**config.mk**
```make
export PLATFORM = sky130hd
export DESIGN_NAME = ml_metric_step
export DESIGN_NICKNAME = d
export VERILOG_FILES = /design/src/rtl/ml_pkg.sv /design/src/rtl/ml_step_ctrl.sv /design/src/rtl/ml_acs_unit.sv /design/src/rtl/ml_norm_pipe.sv /design/src/rtl/ml_metric_step.sv
export SDC_FILE = /design/constraint.sdc
export NUM_CORES = 1
export LEC_CHECK = 0
export ABC_AREA = 1
export BUFFER_PORTS_ARGS = -buffer_cell sky130_fd_sc_hd__buf_4
export CORE_UTILIZATION = 60
export DETAILED_ROUTE_END_ITERATION = 10
export PLACE_DENSITY = 0.82
export SLEW_MARGIN = 20
export SYNTH_ARGS = -nofsm -noshare
export SYNTH_HDL_FRONTEND = slang
export SYNTH_SLANG_ARGS = --single-unit
```
**constraint.sdc**
```tcl
create_clock -name clk -period 1.42 [get_ports clk]
set_input_delay 0.426 -clock clk [delete_from_list [all_inputs] [get_ports clk]]
set_output_delay 0.426 -clock clk [all_outputs]
set_load 0.005 [all_outputs]
```
**src/rtl/ml_pkg.sv**
```systemverilog
package ml_pkg;
  typedef enum logic {DIR_FWD = 1'b0, DIR_BWD = 1'b1} dir_e;
endpackage

```
**src/rtl/ml_step_ctrl.sv**
```systemverilog
module ml_step_ctrl #(
  parameter int CW = 4
) (
  input  logic          clk,
  input  logic          rst_n,
  input  logic          in_valid,
  input  logic [CW-1:0] norm_interval,
  output logic          norm_now,
  output logic          a_vld,
  output logic          a_norm,
  output logic          b_vld,
  output logic          c_vld,
  output logic          d_vld
);
  logic [CW-1:0] cnt_q, cnt_d;
  logic          a_vld_d, a_norm_d, b_vld_d, c_vld_d, d_vld_d;

  // decide whether the step presented now is normalized
  always_comb begin
    norm_now = (norm_interval <= CW'(1)) || (cnt_q == norm_interval - CW'(1));
    cnt_d    = cnt_q;
    if (in_valid) cnt_d = norm_now ? '0 : cnt_q + CW'(1);
    a_vld_d  = in_valid;
    a_norm_d = in_valid & norm_now;
    b_vld_d  = a_vld & a_norm;
    c_vld_d  = b_vld;
    d_vld_d  = c_vld;
  end

  always_ff @(posedge clk or negedge rst_n) begin
    if (!rst_n) begin
      cnt_q  <= '0;
      a_vld  <= 1'b0;
      a_norm <= 1'b0;
      b_vld  <= 1'b0;
      c_vld  <= 1'b0;
      d_vld  <= 1'b0;
    end else begin
      cnt_q  <= cnt_d;
      a_vld  <= a_vld_d;
      a_norm <= a_norm_d;
      b_vld  <= b_vld_d;
      c_vld  <= c_vld_d;
      d_vld  <= d_vld_d;
    end
  end
endmodule

```
**src/rtl/ml_acs_unit.sv**
```systemverilog
module ml_acs_unit #(
  parameter int SB = 2,
  parameter int MW = 9
) (
  input  logic                clk,
  input  logic                load_en,
  input  logic                dir,
  input  logic [(1<<SB)*MW-1:0]   metric_in,
  input  logic [2*(1<<SB)*MW-1:0] branch_in,
  output logic [(1<<SB)*MW-1:0]   acs_max
);
  import ml_pkg::*;
  localparam int S = 1 << SB;
  localparam logic signed [MW-1:0] VMAX = {1'b0, {(MW-1){1'b1}}};
  localparam logic signed [MW-1:0] VMIN = {1'b1, {(MW-1){1'b0}}};

  function automatic logic signed [MW-1:0] sat_add(input logic signed [MW-1:0] x,
                                                   input logic signed [MW-1:0] y);
    logic signed [MW:0] t;
    t = {x[MW-1], x} + {y[MW-1], y};
    if (t[MW] != t[MW-1]) sat_add = t[MW] ? VMIN : VMAX;
    else                  sat_add = t[MW-1:0];
  endfunction

  logic signed [MW-1:0] sum_q [S][2];

  for (genvar s = 0; s < S; s++) begin : g_st
    for (genvar b = 0; b < 2; b++) begin : g_br
      localparam int FSRC = (s >> 1) | (b << (SB - 1));
      localparam int FBR  = 2 * FSRC + (s & 1);
      localparam int BSRC = ((s << 1) | b) & (S - 1);
      localparam int BBR  = 2 * s + b;
      logic signed [MW-1:0] pm, bm, sd;
      // connectivity chosen by direction
      always_comb begin
        if (dir_e'(dir) == DIR_BWD) begin
          pm = metric_in[BSRC*MW +: MW];
          bm = branch_in[BBR*MW +: MW];
        end else begin
          pm = metric_in[FSRC*MW +: MW];
          bm = branch_in[FBR*MW +: MW];
        end
        sd = sat_add(pm, bm);
      end
      always_ff @(posedge clk) begin
        if (load_en) sum_q[s][b] <= sd;
      end
    end
    // plain maximum, no correction
    always_comb begin
      acs_max[s*MW +: MW] = (sum_q[s][1] > sum_q[s][0]) ? sum_q[s][1] : sum_q[s][0];
    end
  end
endmodule

```
**src/rtl/ml_norm_pipe.sv**
```systemverilog
module ml_norm_pipe #(
  parameter int SB = 2,
  parameter int MW = 9
) (
  input  logic                  clk,
  input  logic                  ld_acs,
  input  logic                  ld_half,
  input  logic                  ld_max,
  input  logic [(1<<SB)*MW-1:0] acs_in,
  output logic [(1<<SB)*MW-1:0] norm_out
);
  localparam int S = 1 << SB;
  localparam int H = S / 2;
  localparam logic signed [MW-1:0] VMIN = {1'b1, {(MW-1){1'b0}}};

  logic signed [MW-1:0] acs_q [S];
  logic signed [MW-1:0] half_q [H];
  logic signed [MW-1:0] max_q, max_d;

  // stage 1: capture compared vector
  for (genvar s = 0; s < S; s++) begin : g_cap
    always_ff @(posedge clk) begin
      if (ld_acs) acs_q[s] <= acs_in[s*MW +: MW];
    end
  end

  // stage 2: pairwise reduction
  for (genvar h = 0; h < H; h++) begin : g_half
    always_ff @(posedge clk) begin
      if (ld_half) half_q[h] <= (acs_q[2*h+1] > acs_q[2*h]) ? acs_q[2*h+1] : acs_q[2*h];
    end
  end

  // stage 3: final reduction
  always_comb begin
    max_d = half_q[0];
    for (int i = 1; i < H; i++) begin
      if (half_q[i] > max_d) max_d = half_q[i];
    end
  end

  always_ff @(posedge clk) begin
    if (ld_max) max_q <= max_d;
  end

  // rebase, clamp at the negative limit
  for (genvar s = 0; s < S; s++) begin : g_sub
    logic signed [MW:0] diff;
    always_comb begin
      diff = {acs_q[s][MW-1], acs_q[s]} - {max_q[MW-1], max_q};
      norm_out[s*MW +: MW] = (diff[MW] != diff[MW-1]) ? VMIN : diff[MW-1:0];
    end
  end
endmodule

```
**src/rtl/ml_metric_step.sv**
```systemverilog
module ml_metric_step #(
  parameter int SB = 2,
  parameter int MW = 9,
  parameter int CW = 4
) (
  input  logic                    clk,
  input  logic                    rst_n,
  input  logic                    in_valid,
  input  logic                    dir,
  input  logic [CW-1:0]           norm_interval,
  input  logic [(1<<SB)*MW-1:0]   metric_in,
  input  logic [2*(1<<SB)*MW-1:0] branch_in,
  output logic                    out_valid,
  output logic [(1<<SB)*MW-1:0]   metric_out
);
  localparam int S = 1 << SB;

  logic rst_meta, rst_sync_n;
  always_ff @(posedge clk or negedge rst_n) begin
    if (!rst_n) begin
      rst_meta   <= 1'b0;
      rst_sync_n <= 1'b0;
    end else begin
      rst_meta   <= 1'b1;
      rst_sync_n <= rst_meta;
    end
  end

  logic norm_now, a_vld, a_norm, b_vld, c_vld, d_vld;
  logic [S*MW-1:0] acs_max, norm_out, out_d;
  logic            direct_en, out_en;

  ml_step_ctrl #(.CW(CW)) u_ctrl (
    .clk(clk), .rst_n(rst_sync_n), .in_valid(in_valid),
    .norm_interval(norm_interval), .norm_now(norm_now),
    .a_vld(a_vld), .a_norm(a_norm), .b_vld(b_vld), .c_vld(c_vld), .d_vld(d_vld)
  );

  ml_acs_unit #(.SB(SB), .MW(MW)) u_acs (
    .clk(clk), .load_en(in_valid), .dir(dir),
    .metric_in(metric_in), .branch_in(branch_in), .acs_max(acs_max)
  );

  ml_norm_pipe #(.SB(SB), .MW(MW)) u_norm (
    .clk(clk), .ld_acs(a_vld), .ld_half(b_vld), .ld_max(c_vld),
    .acs_in(acs_max), .norm_out(norm_out)
  );

  always_comb begin
    direct_en = a_vld & ~a_norm;
    out_en    = direct_en | d_vld;
    out_d     = direct_en ? acs_max : norm_out;
  end

  always_ff @(posedge clk) begin
    if (out_en) metric_out <= out_d;
  end

  always_ff @(posedge clk or negedge rst_sync_n) begin
    if (!rst_sync_n) out_valid <= 1'b0;
    else             out_valid <= out_en;
  end
endmodule

```
==> results.md, run 1 <==
* Clock buffer depth at 2
* PortBufs at 152
* Ports at 153
* Row count at just under 60
* Register area share after synthesis at 34.0%
* Synth Area per Inst at 7.58 um2
* Cells after synthesis at around 2100
* Outcome: did not finish
* Last stage: clock tree synthesis (4_1_cts)
* RePlAce Congestion at between 1 and 1.5
* CTS Hold Bufs at 1
* Syn Nets at 2415
* First error: [ERROR DPL-0033] detailed placement checks failed during check placement.
* Max H-tree Level at 4
* TritonCTS Buffers at 17
* Synth warnings at 0
* Num Clock Sinks at roughly 180
* DPL Wire Length at 46600 um
* PostCTS Resize Cnt at 540
* Chip Width at about 170 um
* Die height at ~170 um
* CTS Root Cell: clkbuf_16
* Initial Utilization at 61.2%
* Post-CTS setup buffer count at 87
* Flop and latch count out of synthesis at around 180
* Synth cell types at 40
* Area of the mapped netlist at 0.0160 mm2
==> kinds of logic after synthesis <==
family                     Yosys count  share of synthesized area [%]
DFF                                183                           34.0
AOI/OAI and AO/OA                  265                           9.22
adders and majority gates          190                           15.4
other                                1                         0.0235
xor gates and xnor gates            62                           3.40
and+or+nand+nor                   1050                           29.5
buffers and inverters              358                           8.43
==> metrics by stage <==
stage	cell area [um2]	TNS, ps	instances	utilization (%)	setup slack, ps
2_1_floorplan	17100	-123480	2109	-	-1060
3_3_place_gp	22100	-150520	3035	84.6	-1350
3_5_place_dp	22100	-166190	3035	84.6	-1560
==> synth_stat cells <==
cell type  number  share of area (%)
nand2_1       640                 15
inv_1         335                7.9
nand3_1       195                6.1
ha_1          178                 14
edfxtp_1      171                 32
a21oi_1       105                3.3
o21ai_0        97                3.0
nor2_1         67                1.6
xor2_1         49                2.7
and2_1         36                1.4
nand4_1        27                1.1
or2_2          21               0.82
o21bai_1       19               0.89
clkbuf_1       17               0.40
nand3_2        17                1.1
nand3b_1       15               0.70
xnor2_1        13               0.71
dfrtp_1        12                1.9
fa_1           12                1.5
nand2_2        10               0.39
nor3_1          8               0.25
a22oi_1         7               0.33
o21ai_1         7               0.22
o21ai_2         6               0.33
o211ai_1        5               0.23
a31oi_1         4               0.16
nand2_4         4               0.28
nand4_4         4               0.53
nor2_2          4               0.16
o21a_1          4               0.19
a21boi_0        3               0.14
a21oi_2         3               0.16
buf_1           3              0.070
buf_2           3              0.094
a211oi_1        2              0.094
a21o_1          2              0.094
and3_1          1              0.039
conb_1          1              0.023
nand3b_2        1              0.070
o2111ai_1       1              0.055
==> inputs of run 2 (changes only) <==
- CORE_UTILIZATION: 60 -> 40
- PLACE_DENSITY: 0.82 -> default
- PLACE_DENSITY_LB_ADDON: default -> 0.15
==> run 2 against run 1 <==
The flow now finishes, with violations (negative setup slack). Synthesized cell count unchanged. Synthesized area unchanged.
==> results.md, run 2 <==
* Most frequent cell after synthesis: nand2_1
* DR pass1 iterations at 7
* Via density at 5.07
* Total routed wirelength at around 60000 um
* Static leakage at 13.6 nW
* Setup violations, final at roughly 170
* Reg2reg setup slack at -1290 ps
* CTS Root Cell: clkbuf_16
* Final Skew at about 18 ps
* Inst Count DP at 3240 (+6.8%)
* GRT Total Usage at 27.7%
* Power Density at 1500 mW/mm2
* Via count at between 15000 and 20000
* TritonCTS Buffers at 17 (unchanged)
* Nets at 3212
* Primary FF master, synth: edfxtp_1
* Area post-placement at 0.0225 mm2 (+1.7%)
* Simple-gate area share of the yosys netlist at 29.5% (unchanged)
* Max H-tree Level at 4 (unchanged)
* Die height at 202 um (+22%)
* Chip Width at 202 um (+22%)
* Mux share of post-synthesis cell area at 0% (unchanged)
* Synth cell types at 40 (unchanged)
* WP data required at 1740 ps
* Antenna violations before repair at 0
* Period minus WS final at 2710 ps
* Biggest register: u_acs.sum_q
* Complex-gate fraction of the synthesized area at 9.22% (unchanged)
* Unrepaired setup endpoints after global routing: yes
* Cells after synthesis at 2109 (unchanged)
* Non-Filler Instances at 3437
* Outcome: finished with violations
* Number of synthesized flops with an enable pin at 171 (unchanged)
* Synth Area per Inst at 7.58 um2 (unchanged)
* Synth top area share at 32.1% (unchanged)
* Worst skew pair latency at ~470 ps
* First-pass GRT wire length at 88700 um
* Syn Nets at 2415 (unchanged)
* Critical path endpoint category: register
* Area contributors post-synth: edfxtp_1, nand2_1, ha_1
* Commonest cells post-synth: nand2_1, inv_1, nand3_1
* CP Class: reg2reg
* Largest family of logic cells by synthesized area: simple AND/OR/NAND/NOR gates
* Final Cell Area at 0.0283 mm2
* Async S/R FF share, synth at 6.56% (unchanged)
* Clock transition at path regs at 70 ps
* Num Clock Sinks at 183 (unchanged)
* Ports at 153 (unchanged)
* Adder-Cell Fraction of Synth Area at 15.4% (unchanged)
* Row count at 72 (+22%)
* Top flop regs: u_acs.sum_q (72), metric_out (36), u_norm.acs_q (36)
* Average wire per standard cell at 17.3 um
* CTS tree: built
* Max Cap Viol at 0
* Full die area at 0.0408 mm2
* Vias in the first global route at 17200
* Post-Route Setup TNS at -127720 ps
* RePlAce Congestion at 1.02 (+0.79%)
* Commonest non-fill, non-tap cells in the layout: buf_4, nand2_1, inv_1
* Final WS setup at -1290 ps
* DRC Markers at 0
* Xor/xnor share of the synthesized area at 3.40% (unchanged)
* Worst setup SP type: register
* Hold WC Path Type: reg2async
* Initial Utilization at 41.0% (-20 points)
* Measured slew at the worst slew-check pin at approximately 650 ps
* Commonest non-fill, non-tap cell in the layout: buf_4
* Crit-path max FO at 4
* Largest net degree at the start of global routing at 38
* Final Hold Vio Count at 0
* Register area share after synthesis at 34.0% (unchanged)
* DPL Wire Length at 43500 um (-6.7%)
* Synth warnings at 0 (unchanged)
* Initial drt markers at ~1100
* Share of cells above drive strength 1 at 57.5%
* Area of the mapped netlist at 0.0160 mm2 (unchanged)
* PortBufs at 152 (unchanged)
* Worst VDD drop at 1220 uV
* Syn-to-layout area delta at 77.3%
* Final period util at 191%
* Total gr overflow at 0
* Fmax at 369 MHz
* Max-Slew Margin vs Limit at between 50% and 60%
* Clock buffer depth at 2 (unchanged)
* Number of flip-flops under the largest register name at 72
* DRT antenna net count at 0
* Core footprint at 0.0390 mm2
* Pins Over Slew Limit at 0
* Yosys top cell by area: edfxtp_1
* Antenna cell count at 0
* Violated checks: negative setup slack
* WHS at 161 ps
* Flop and latch count out of synthesis at 183 (unchanged)
* Tot Pwr at 42.6 mW
* CP Data Arrival Time at 3020 ps
## run 2: cell counts after synthesis
No cell type changed its count.
## run 2: critical path, stage by stage (launching register included)
cell       delay, ps
edfxtp_1         390
buf_6            150
buf_12           130
ha_4             160
fa_2             390
inv_2             60
nand3_2           60
nand2_2           80
nand2_2           60
o2111ai_2         70
xor2_1           180
ha_2             320
nor2_4           130
a21boi_2         160
o21ai_1           70
nand2_1          130
## run 2: path summary, 6_finish.rpt
path / end / start / cells after the start
worst max-delay path: metric_out[3]$_DFFE_PP_ / u_norm.max_q[0]$_DFFE_PP_ / 15
worst min-delay path: u_ctrl.cnt_q[2]$_DFFE_PN0P_ / rst_sync_n$_DFF_PN0_ / 0
worst max register to register: metric_out[3]$_DFFE_PP_ / u_norm.max_q[0]$_DFFE_PP_ / 15
worst min register to register: u_ctrl.cnt_q[2]$_DFFE_PN0P_ / rst_sync_n$_DFF_PN0_ / 0
max in group asynchronous: u_ctrl.a_vld$_DFF_PN0_ / rst_sync_n$_DFF_PN0_ / 0
min in group clk: u_ctrl.a_vld$_DFF_PN0_ / in_valid / 1
## run 2: logic make-up (layout without fill, tap and decap cells)
kind of cell,count (synthesis),in the layout
simple gates,1050,1065
buf+inv,358,1153
compound gates,265,265
fa+ha+maj,190,190
flops,183,183
xor+xnor,62,62
other cells,1,1
## run 2: final cells by class
class,count,area (um2)
multi-input cells,1583,13700
fillers,2806,10700
repair buffers,786,6720
flip-flops and latches,183,5440
inverters,335,1300
well taps,518,648
clock buffers,18,429
clock inverters,14,136
## run 2: per-layer routing
layer	part of all wire [%]	vias to the layer above	wire length [um]	track usage, %
met4	4.5	0	2700	11.9
met3	4.4	139	2640	3.66
met5	0	-	0	0
met1	42	8179	24800	34.4
met2	49	503	29400	48.0
li1	-	8598	-	-
## run 2: stage by stage
step	utilization, %	setup slack, ps
final	72.6	-1290
after detailed placement	57.7	-1550
after floorplan	-	-1060
after global placement	57.7	-1490
after CTS	67.1	-1200
after global routing	72.6	-1380
## run 2: what timing repair did
| item | CTS | global route |
|---|---|---|
| setup buffers | 82 | 71 |
| cloned | 24 | 4 |
| hold endpoints to repair | 2 | 0 |
| hold buffers | 1 | 0 |
| gates resized for setup | 569 | 419 |
| endpoints found under the setup margin | 187 | 211 |
| pin swaps | 301 | 319 |
## run 2: power by group
part	switching (mW)	internal, mW	total [mW]
clock	2.29	2.33	4.61
sequential	1.01	8.30	9.31
combinational	14.7	14.0	28.7
total	18.0	24.6	42.6
(Power assumes the default switching activity.)
==> inputs of run 3 (changes only) <==
- MAX_ROUTING_LAYER: default -> met4
==> run 3 against run 2 <==
The flow still finishes with violations (negative setup slack). Core utilization decreased by 0.36 points. Final cell count shrank 0.35%. Critical path type unchanged. Critical endpoint unchanged. Worst hold slack improved by 5.2 ps. Combinational power shrank 2%. Routed wire length increased by 0.47%. Sequential power about the same.
==> results.md, run 3 (synthesis results as in run 2) <==
* First-pass GRT wire length at 88900 um (+0.25%)
* Unrepaired setup endpoints after global routing: yes
* Largest net degree at the start of global routing at 38 (unchanged)
* GRT Total Usage at 28.5% (+0.79 points)
* Fin util at 72.3% (-0.36 points)
* FF+latch area at 0.00544 mm2 (unchanged)
* Crit-path max FO at 4 (unchanged)
* Worst setup SP type: register
* WHS at 167 ps (+5.24 ps)
* Max H-tree Level at 4 (unchanged)
* DPL Wire Length at 43400 um (about the same)
* Num Clock Sinks at 183 (unchanged)
* Core footprint at 0.0390 mm2 (unchanged)
* Most numerous cell on the critical path: nand2_2
* Full die area at 0.0408 mm2 (unchanged)
* WP data required at 1700 ps (-40 ps)
* Vias in the first global route at 17400 (+1.6%)
* Max-Slew Margin vs Limit at 58.1% (+1.9 points)
* Average wire per standard cell at 17.5 um (+0.82%)
* Tot Pwr at 42.1 mW (-1.2%)
* Outcome: finished with violations
* CP Class: reg2reg
* Number of flip-flops under the largest register name at 72 (unchanged)
* TritonCTS Buffers at 17 (unchanged)
* CP delay by family, top: adder cells
* Nets at 3201 (-0.34%)
* Antenna cell count at 0 (unchanged)
* DRT antenna net count at 0 (unchanged)
* PortBufs at 152 (unchanged)
* CTS tree: built
* Biggest register: u_acs.sum_q
* Pins Over Slew Limit at 0 (unchanged)
* Crit Reg-Reg Endpoint: metric_out[3]$_DFFE_PP_
* DR pass1 iterations at 7 (unchanged)
* Top flop regs: u_acs.sum_q (72), metric_out (36), u_norm.acs_q (36)
* Max Cap Viol at 0 (unchanged)
* Inst Count DP at 3234 (-0.19%)
* Die height at 202 um (unchanged)
* Syn-to-layout area delta at 76.4%
* DRC Markers at 0 (unchanged)
* Final Hold Vio Count at 0 (unchanged)
* Final Skew at 12.6 ps (-5.22 ps)
* Final WS setup at -1190 ps (+93.7 ps)
* Via count at 17500 (+0.56%)
* Non-Filler Instances at 3425 (-0.35%)
* CP bufs+invs at 2 (-1)
* Measured slew at the worst slew-check pin at 627 ps (-28.0 ps)
* Row count at 72 (unchanged)
* Clock buffer depth at 2 (unchanged)
* Setup violations, final at 177 (+2.9%)
* Final Cell Area at 0.0282 mm2 (-0.49%)
* Initial Utilization at 41.0% (unchanged)
* Worst-path cell chain: buf_6 -> ha_4 -> fa_2 -> inv_2 -> nand3_2 -> nand2_2 -> nand2_2 -> o2111ai_2 -> xor2_1 -> ha_2 -> nor2_4 -> a21boi_2 -> o21ai_1 -> nand2_1
* CTS Root Cell: clkbuf_16
* Fmax at 383 MHz (+3.6%)
* Commonest non-fill, non-tap cell in the layout: buf_4
* RePlAce Congestion at 1.02 (-0.33%)
* Commonest non-fill, non-tap cells in the layout: buf_4, nand2_1, inv_1
* Power Density at 1490 mW/mm2 (-0.68%)
* Max stage delay cell, worst path: edfxtp_1
* Hold WC Path Type: reg2async
* Worst skew pair latency at 450 ps (-20 ps)
* Initial drt markers at 895 (-18%)
* Worst VDD drop at 1120 uV (-8.1%)
* Ports at 153 (unchanged)
* Violated checks: negative setup slack
* R2R cell count at 14 (-1)
* Static leakage at 13.5 nW (-0.80%)
* Final period util at 184% (-6.6 points)
* Post-Route Setup TNS at -124850 ps (+2870 ps)
* Area post-placement at 0.0225 mm2 (-0.14%)
* Critical path endpoint category: register
* Chip Width at 202 um (unchanged)
* Area of the multi-input gates at 0.0137 mm2 (about the same)
* Slowest stage delay, CP at 380 ps (about the same)
* Antenna violations before repair at 0 (unchanged)
* Worst slack at placement at -1470 ps (+83.7 ps)
* RR Startpoint: u_norm.max_q[0]$_DFFE_PP_
* Reg2reg setup slack at -1190 ps (+90 ps)
* Clock transition at path regs at 70 ps (about the same)
* Total routed wirelength at 59800 um (+0.47%)
* Period minus WS final at 2610 ps (-93.7 ps)
* Fill cells at 2874 (+2.4%)
* Total gr overflow at 0 (unchanged)
* Via density at 5.11 (+0.91%)
* Share of cells above drive strength 1 at 58.2% (+0.72 points)
* CP Data Arrival Time at 2900 ps (-120 ps)
run 3: cell types whose count changed in the layout (fill, tap and decap cells not counted), sizes merged:
cell and delta:
buf -10, clkinv -5, clkinvlp +4, clkbuf -3
bufinv +2, bufbuf +1, inv -1
run 3: metal layers:
| metal | global-route usage [%] | up-vias | wire length [um] |
|---|---|---|---|
| met5 | - | - | 0 |
| met4 | 12.9 | 0 | 2830 |
| met3 | 2.77 | 147 | 2100 |
| met2 | 48.5 | 480 | 30000 |
| met1 | 34.0 | 8302 | 24900 |
| li1 | - | 8588 | - |
run 3: worst reg2reg max path: stages, from the launching register on:
cell       delay [ps]
edfxtp_1          380
buf_6             170
ha_4              170
fa_2              350
inv_2              60
nand3_2            60
nand2_2            90
nand2_2            60
o2111ai_2          80
xor2_1            190
ha_2              320
nor2_4            140
a21boi_2          170
o21ai_1            70
nand2_1           150
run 3: area by class of cell:
type	instances	area share [%]
multi-input cells	1583	48.4
clock inverters	14	0.572
repair buffers	775	23.3
well taps	518	2.30
inverters	335	4.59
clock buffers	17	1.51
flip-flops and latches	183	19.3
run 3: worst max path at each step:
stage                                    startpoint                            to  cells past startpoint
after global routing      u_norm.max_q[0]$_DFFE_PP_      metric_out[29]$_DFFE_PP_                     12
after global placement                          dir  u_acs.sum_q[2][10]$_DFFE_PP_                     16
after detailed placement                        dir  u_acs.sum_q[2][15]$_DFFE_PP_                     16
after CTS                 u_norm.max_q[0]$_DFFE_PP_       metric_out[3]$_DFFE_PP_                     14
final                     u_norm.max_q[0]$_DFFE_PP_       metric_out[3]$_DFFE_PP_                     14
after floorplan                                 dir   u_acs.sum_q[1][0]$_DFFE_PP_                     15
run 3: where the power goes:
part / leakage (nW) / internal (mW) / switching [mW] / total, mW
combinational: 11.4 / 13.6 / 14.5 / 28.1
sequential: 1.82 / 8.30 / 0.982 / 9.28
clock: 0.279 / 2.63 / 2.17 / 4.80
total: 13.5 / 24.5 / 17.6 / 42.1
run 3: timing repair:
item,CTS,global route
setup endpoints to repair,197,198
endpoints found under the hold margin,2,0
hold buffers,1,0
pin swaps,300,288
buffers inserted,95,55
resized for setup,600,382
gates cloned,26,1
